==> config.mk <==
export PLATFORM = sky130hd
export DESIGN_NAME = fpacc_bytebus
export DESIGN_NICKNAME = d
export VERILOG_FILES = /design/src/rtl/fpacc_bytebus.sv
export SDC_FILE = /design/constraint.sdc
export NUM_CORES = 1
export LEC_CHECK = 0
export BUFFER_PORTS_ARGS = -buffer_cell sky130_fd_sc_hd__buf_4
export CAP_MARGIN = 20
export CORE_MARGIN = 10
export CORE_UTILIZATION = 58
export CTS_CLUSTER_DIAMETER = 30
export DETAILED_ROUTE_END_ITERATION = 10
export PLACE_DENSITY = 0.87
export SETUP_SLACK_MARGIN = 0.3
export SYNTH_ARGS = -nofsm -noshare
export SYNTH_HDL_FRONTEND = slang
export SYNTH_SLANG_ARGS = --single-unit
==> constraint.sdc <==
create_clock -name clk -period 4.05 [get_ports clk]
set_input_delay 0 -clock clk [delete_from_list [all_inputs] [get_ports clk]]
set_output_delay 0 -clock clk [all_outputs]
set_load 0.05 [all_outputs]
==> src/rtl/fpacc_bytebus.sv <==
module fpacc_bytebus #(
  parameter int          W    = 96,
  parameter logic [23:0] BASE = 24'hFEA200
) (
  input  logic         clk,
  input  logic         rst_n,
  input  logic [23:0]  addr,
  input  logic         wr_en,
  input  logic [7:0]   wdata,
  output logic [7:0]   rdata,
  output logic         hit,
  output logic         exe_req,
  output logic [2:0]   exe_op,
  output logic [W-1:0] exe_a,
  output logic [W-1:0] exe_b,
  input  logic         exe_done,
  input  logic [W-1:0] exe_res
);
  localparam int          NB      = W / 8;
  localparam logic [7:0]  OFF_B   = 8'h10;
  localparam logic [7:0]  OFF_CMD = 8'h20;
  localparam logic [7:0]  OFF_ST  = 8'h21;
  localparam logic [7:0]  C_SWAP  = 8'd6;
  localparam logic [7:0]  C_NEG   = 8'd7;
  localparam logic [7:0]  C_ABS   = 8'd8;

  logic [W-1:0] acc_a, acc_b;
  logic         busy;
  logic [7:0]   off;
  logic         wr_ok, finish;

  assign off    = addr[7:0];
  assign hit    = (addr[23:8] == BASE[23:8]);
  assign wr_ok  = hit && wr_en && !busy;
  assign finish = busy && !exe_req && exe_done;
  assign exe_a  = acc_a;
  assign exe_b  = acc_b;

  always_ff @(posedge clk) begin
    if (!rst_n) begin
      acc_a   <= '0;
      acc_b   <= '0;
      busy    <= 1'b0;
      exe_req <= 1'b0;
      exe_op  <= '0;
    end else begin
      exe_req <= 1'b0;
      if (finish) begin
        acc_a <= exe_res;
        busy  <= 1'b0;
      end
      if (wr_ok) begin
        for (int i = 0; i < NB; i++) begin
          if (off == 8'(i))         acc_a[i*8 +: 8] <= wdata;
          if (off == OFF_B + 8'(i)) acc_b[i*8 +: 8] <= wdata;
        end
        if (off == OFF_CMD) begin
          if (wdata < C_SWAP) begin
            busy    <= 1'b1;
            exe_req <= 1'b1;
            exe_op  <= wdata[2:0];
          end else if (wdata == C_SWAP) begin
            acc_a <= acc_b;
            acc_b <= acc_a;
          end else if (wdata == C_NEG) begin
            acc_a[W-1] <= ~acc_a[W-1];
          end else if (wdata == C_ABS) begin
            acc_a[W-1] <= 1'b0;
          end
        end
      end
    end
  end

  always_comb begin
    rdata = 8'h00;
    if (hit) begin
      for (int i = 0; i < NB; i++) begin
        if (off == 8'(i))         rdata = acc_a[i*8 +: 8];
        if (off == OFF_B + 8'(i)) rdata = acc_b[i*8 +: 8];
      end
      if (off == OFF_ST) rdata = {busy, 7'b0};
    end
  end

  p_req_busy_r7: assert property (@(posedge clk) disable iff (!rst_n)
    exe_req |-> busy);
  p_req_pulse_r7: assert property (@(posedge clk) disable iff (!rst_n)
    exe_req |=> !exe_req);
  p_done_load_r8: assert property (@(posedge clk) disable iff (!rst_n)
    (busy && !exe_req && exe_done) |=> (!busy && acc_a == $past(exe_res) && $stable(acc_b)));
  p_busy_hold_r9: assert property (@(posedge clk) disable iff (!rst_n)
    (busy && !(exe_done && !exe_req)) |=> ($stable(acc_a) && $stable(acc_b) && busy));
  p_idle_done_r11: assert property (@(posedge clk) disable iff (!rst_n)
    (!busy && !wr_en) |=> ($stable(acc_a) && $stable(acc_b) && !busy));
  p_outside_r1: assert property (@(posedge clk) disable iff (!rst_n)
    (!hit && !busy) |=> ($stable(acc_a) && $stable(acc_b)));
endmodule

# After elaboration in Yosys (flattened, before gate mapping)
# Index checks and enable logic that the tools add are counted.
dict set report totals {
  input_bits 132
  ff_bits 197
  wordCells 111
  output_inout_bits 205
}
dict set report classes {
  order_cmp 1
  bitwise 1
  n_mux 66
  n_eq_ne 29
  reduce_logical 9
}
# cell n
set op_table {}
lappend op_table {{2-to-1 mux 96 bit} 7}
lappend op_table {{2-to-1 mux 8 bit} 50}
lappend op_table {{equality test 8 x 5 -> 1 bit, second input constant} 12}
lappend op_table {{2-to-1 mux 95 bit} 1}
lappend op_table {{equality test 8 x 3 -> 1 bit, second input constant} 6}
lappend op_table {{equality test 8 x 4 -> 1 bit, second input constant} 5}
lappend op_table {{equality test 16 bit, second input constant} 1}
lappend op_table {{equality test 8 x 2 -> 1 bit, second input constant} 2}
lappend op_table {{equality test 8 x 6 -> 1 bit, second input constant} 2}
lappend op_table {{equality test 8 x 1 -> 1 bit, second input constant} 1}
lappend op_table {{logical NOT 8 bit} 1}
lappend op_table {{< comparator 8 x 3 -> 1 bit, second input constant} 1}
lappend op_table {{2-to-1 mux 1 bit} 8}
lappend op_table {{AND reduction 3 bit} 2}
lappend op_table {{logical AND 1 bit} 4}
lappend op_table {{logical NOT 1 bit} 2}
lappend op_table {{NOT 1 bit} 1}

# Longest topological paths before layout
dict set report depth {
  depth_word 27
  mapped_depth 10
  depth_no_buf 6
}

# Worst setup path before layout
# OpenSTA, ideal clock, no wires.
dict set report synth_path {
  path_type {input to output}
  from {input port addr[6]}
  to {output port rdata[4]}
  path_stages 8
  arrival_ps 3878
  path_slack_ps 172
  t_required_ps 4050
  path_buffers 2
  path_cell_list {buf_2 -> or4b_1 -> buf_2 -> nor3_1 -> a32oi_1 -> a31oi_1 -> a221oi_1 -> a2111oi_0}
}
dict set report synth_via {
  elab_chain_cells 27
  elab_cells_between_ends 51
  cone_classes {24 x eq/ne; 26 x mux; 1 x reduce/logical}
}
# item line
set synth_rtl {}
lappend synth_rtl {{from (decl)} 7} ;# input logic [23:0] addr,
lappend synth_rtl {{logical NOT 8 bit} 79} ;# if (off == 8'(i)) rdata = acc_a[i*8 +: 8];
lappend synth_rtl {{2-to-1 mux 8 bit} 79}
lappend synth_rtl {{2-to-1 mux 8 bit} 80} ;# if (off == OFF_B + 8'(i)) rdata = acc_b[i*8 +: 8];
lappend synth_rtl {{2-to-1 mux 8 bit} 79}
lappend synth_rtl {{2-to-1 mux 8 bit} 80}
lappend synth_rtl {{2-to-1 mux 8 bit} 79}
lappend synth_rtl {{2-to-1 mux 8 bit} 80}
lappend synth_rtl {{2-to-1 mux 8 bit} 79}
lappend synth_rtl {{[... 11 more ...]} -}
lappend synth_rtl {{2-to-1 mux 8 bit} 79}
lappend synth_rtl {{2-to-1 mux 8 bit} 80}
lappend synth_rtl {{2-to-1 mux 8 bit} 79}
lappend synth_rtl {{2-to-1 mux 8 bit} 80}
lappend synth_rtl {{2-to-1 mux 8 bit} 79}
lappend synth_rtl {{2-to-1 mux 8 bit} 80}
lappend synth_rtl {{2-to-1 mux 8 bit *} 82} ;# if (off == OFF_ST) rdata = {busy, 7'b0};
lappend synth_rtl {{2-to-1 mux 8 bit *} 77} ;# if (hit) begin
lappend synth_rtl {{to (decl)} 10} ;# output logic [7:0] rdata,
# Every way passes the cells marked *; elsewhere a longest branch is shown, timed or not.

# Worst setup path in the final report
dict set report layout_path {
  from {input port addr[4]}
  to {output port rdata[4]}
}
# Same word-level chain as after synthesis.

==> results <==
- The detailed-route wire length is 61.18 mm.
- The flow ran to the end, and the final reports show no timing, DRC or antenna violations.
- The number of buffers added for setup after CTS is 0.
- The kind of end point of the critical path is a primary output.
- The headroom to the max-slew limit is 0.1994.
- Of the post-synthesis cell area, the dominant cell type holds 0.3232.
- Counting instances, the worst hold path has a depth of 4.
- The first-pass iteration count of the detailed router is 9.
- At the worst endpoint, the required time is 4.05 ns.
- Among all stages on the critical path, the largest delay is contributed by or4_1.
- The mean instance size in the synthesized netlist is 8.414 sq um.
- The longest clock path from root to sink contains 2 buffers.
- The dominant cell by count in the synthesized netlist is dfxtp_1.
- The root buffer cell is clkbuf_16.
- The static power due to leakage is 6.245 nW.
- The overall power is 0.004147 W.
- The CTS H-tree depth is 4.
- In this run, the number of DRC markers left after iteration 0 of detailed routing was 2550.
- Clock latency on the worst-skew pair, taken at its later pin, is 0.44 ns.
- Of the synthesized area, sequential elements account for 0.3232.
- The remaining antenna violation count is 0.
- The netlist uses 75 different library cells.
- The multi-input gate area in the final layout is 7492 sq um.
- Synthesis produced a netlist whose cell count is 1450.
- Timing would allow up to 340.2 MHz.
- The maximum number of pins on one net before global-route repair is 75.
- The overall routing resource usage is 0.4282.
- Traced cell by cell, the critical path runs through buf_4 > or4_1 > nor2_1 > buf_4 > nand2_2 > a31oi_1 > a221oi_1 > a2111oi_1 > buf_4.
- Counting every net in the synthesized netlist gives 1582.
- The slew at the pin with the worst max-slew slack is 1.196 ns.
- The floorplan die area is 27240 sq um.
- The routed wirelength normalized by instance count is 29.99 um.
- Using the TritonRoute via totals, the vias-per-cell ratio works out to 7.256.
- Of the available clock period, the critical path in the final layout requires 0.7257.
- In this run the critical register-to-register path is launched from busy.
- The die is 165.0 um tall.
- The final total negative setup slack is 0 ns.
- The worst min-delay path startpoint is exe_res[38].
- The starting utilization of the core area is 0.5953.
- The area of all sequential standard cells is 3944 sq um.
- CTS saw 197 sinks.
- For the worst setup path, the data arrival time is 2.94 ns.
- The boundary pin count is 337.
- The cell family contributing the most delay on the critical path is simple AND/OR/NAND/NOR gates.
- Power spread over the standard cell area amounts to 260.5 nW/um^2.
- The number of enable-type register cells in the synthesized netlist is 0.
- The number of pins exceeding their max-slew limit in the final report is 0.
- The global-route wire length before repair is 90.06 mm.
- For hold timing, the worst endpoint is exe_a[38].
- The initialized floorplan defines 52 standard-cell rows.
- The synthesized design contains 197 register bits.
- After synthesis, the most frequently instantiated cells are dfxtp_1 (197), a21oi_1 (185), nor2_1 (147), o21ai_0 (118), mux2_2 (94).
- In this run the worst setup path begins at addr[4].
- Setup violations remaining at the end of the flow were counted as 0.
- The die boundary width is 165.0 um.
- The number of fillers in the final layout is 1352.
- In this run, post-CTS repair resized a total of 0 instances.
- The worst-case reg-to-reg path depth is 6.
- The number of clock buffers added by TritonCTS is 17.
- The worst register-to-register path ends at exe_b[54].
- The cell with the most instances on the worst path is buf_4.
- The cell taking the most area after synthesis is dfxtp_1.
- The number of global-route vias before repair came to 14360.
- At the end of routability-driven placement, the weighted congestion stood at 1.064.
- Detailed placement ended at an HPWL of 41.15 mm.
- The share of final-layout standard cells stronger than drive strength 1 is 0.3443.
- By area the synthesized netlist is led by dfxtp_1 (32%), mux2_2 (8.7%), a211oi_2 (7.9%), a21oi_1 (7.6%), o21ai_0 (4.8%).
- Setup repair after global routing left no endpoint under its margin.
- The total via count in the routed design is 14800.
- The Yosys step of the flow raised 0 warnings.
- Setup slack on the worst reg-to-reg path comes out at 1.63 ns.
- The maximum resistive drop on vdd is 0.2707 mV.
- After synthesis, the share of flip-flops with an asynchronous set or reset is 0.
- The class of the tightest hold or removal check is input pin to flip-flop.
- The hold violation count in the final report is 0.
- The number of remaining DRC errors is 0.
- The number of hold-repair buffers added at the cts stage is 67.
- After layout, the minimum clock period comes to 2.939 ns.
- The critical path is of the input pin to primary output type.
- Among all flip-flop cells after synthesis, the most frequent one is dfxtp_1.
- Clock-pin slew was measured on the worst setup and hold paths at 0.08 ns.
- The cell area after technology mapping is 12200 sq um.
- The TritonCTS clock tree is yes.
- The worst stage delay on the critical path is 0.83 ns.
- Relative to the synthesized area, the layout overhead comes to 30.48%.
- The number of antenna violations at the first check in global routing is 3.
- The final clock skew is 0.009355 ns.
- Across the run, the number of max-cap violations was 0.
- STA classifies the critical path startpoint as an input pin.
- The floorplan step defined a core boundary enclosing 20490 sq um.
- The count of buffers from port buffering is 336.
- The maximum fanout along the worst path is 38.
- The critical path contains buffers and inverters numbering 3 combined.
- For this run, the post-layout net count is 1888.
- The total congestion overflow after global routing is 0.
[power breakdown]
part	total [W]	leakage, nW	internal (W)	switching (W)
sequential	0.00193	1.59	0.00193	0.000000000245
combinational	0.000430	4.37	0.000170	0.000260
clock	0.00178	0.290	0.000889	0.000893
[metal layers]
metal,up-vias,routed length (um),global-route usage
li1,6114,-,-
met1,6899,21130,0.5247
met2,1460,27140,0.6653
met3,328,8869,0.1212
met4,2,4029,0.2347
met5,-,13,0
[how the worst max path moves through the flow]
stage                      to  slack, ns  cells past startpoint
finish               rdata[4]       1.11                      9
global route         rdata[4]       1.14                      9
CTS                  rdata[4]       1.25                      9
detailed placement  exe_b[19]       1.07                      8
global placement     exe_b[7]       1.22                      8
floorplan            rdata[4]       0.83                      8
[logic make-up after synthesis]
kind of cell | Yosys count | share of synthesized area
AND/OR/NAND/NOR | 339 | 0.1364
buffers and inverters | 160 | 0.06399
multiplexers | 121 | 0.1099
flip-flops | 197 | 0.3232
AO/OA/AOI/OAI | 633 | 0.3664
[worst register-to-register path: cells and delay by family (launching register included)]
family | cells | cell delay [ns]
simple gates | 3 | 0.93
compound gates | 2 | 0.69
flops | 1 | 0.36
buf+inv | 1 | 0.37
[through the flow]
step	util	setup WS [ns]	instances	cell area [sq um]	hold WS, ns
4_1_cts	0.7759	1.248	2038	15900	0.002212
3_5_place_dp	0.7141	1.070	1939	14640	0.4038
5_1_grt	0.7767	1.143	2040	15920	0.01179
2_1_floorplan	-	0.8309	1450	12200	0.2506
6_report	0.7767	1.111	2040	15920	0.01198
3_3_place_gp	0.7141	1.220	1939	14640	0.3818
[sequential cells by signal, summed over array words and instances (netlist names)]
register,cells
exe_a,96
exe_b,96
exe_op,3
busy,1
exe_req,1
[final cells by class]
cell class | count | share of cell area
Sequential cell | 197 | 0.2477
Multi-Input combinational cell | 1093 | 0.4706
Clock inverter | 13 | 0.01022
Inverter | 13 | 0.003223
Clock buffer | 19 | 0.02719
Timing Repair Buffer | 434 | 0.2196
Antenna cell | 1 | 0.0001572
Tap cell | 270 | 0.02122
[cell usage in the layout, fill, tap and decap left out, types with 7 or more instances in the layout]
cell type / n
buf_4: 361
dfxtp_1: 197
a21oi_1: 185
nor2_1: 146
o21ai_0: 118
mux2_2: 94
o22ai_1: 81
a211oi_2: 77
dlygate4sd3_1: 67
nand2_1: 51
nor3_1: 30
mux2i_1: 26
a211oi_1: 26
nand3_1: 21
a22oi_1: 19
clkbuf_16: 17
a32oi_1: 15
a31oi_1: 14
and3_1: 13
o22a_1: 13
inv_1: 12
nor2b_1: 12
nand2b_1: 12
a21oi_4: 9
a21oi_2: 9
o211ai_1: 8
a22o_1: 7
No activity file was read; power rests on OpenSTA's default activity.
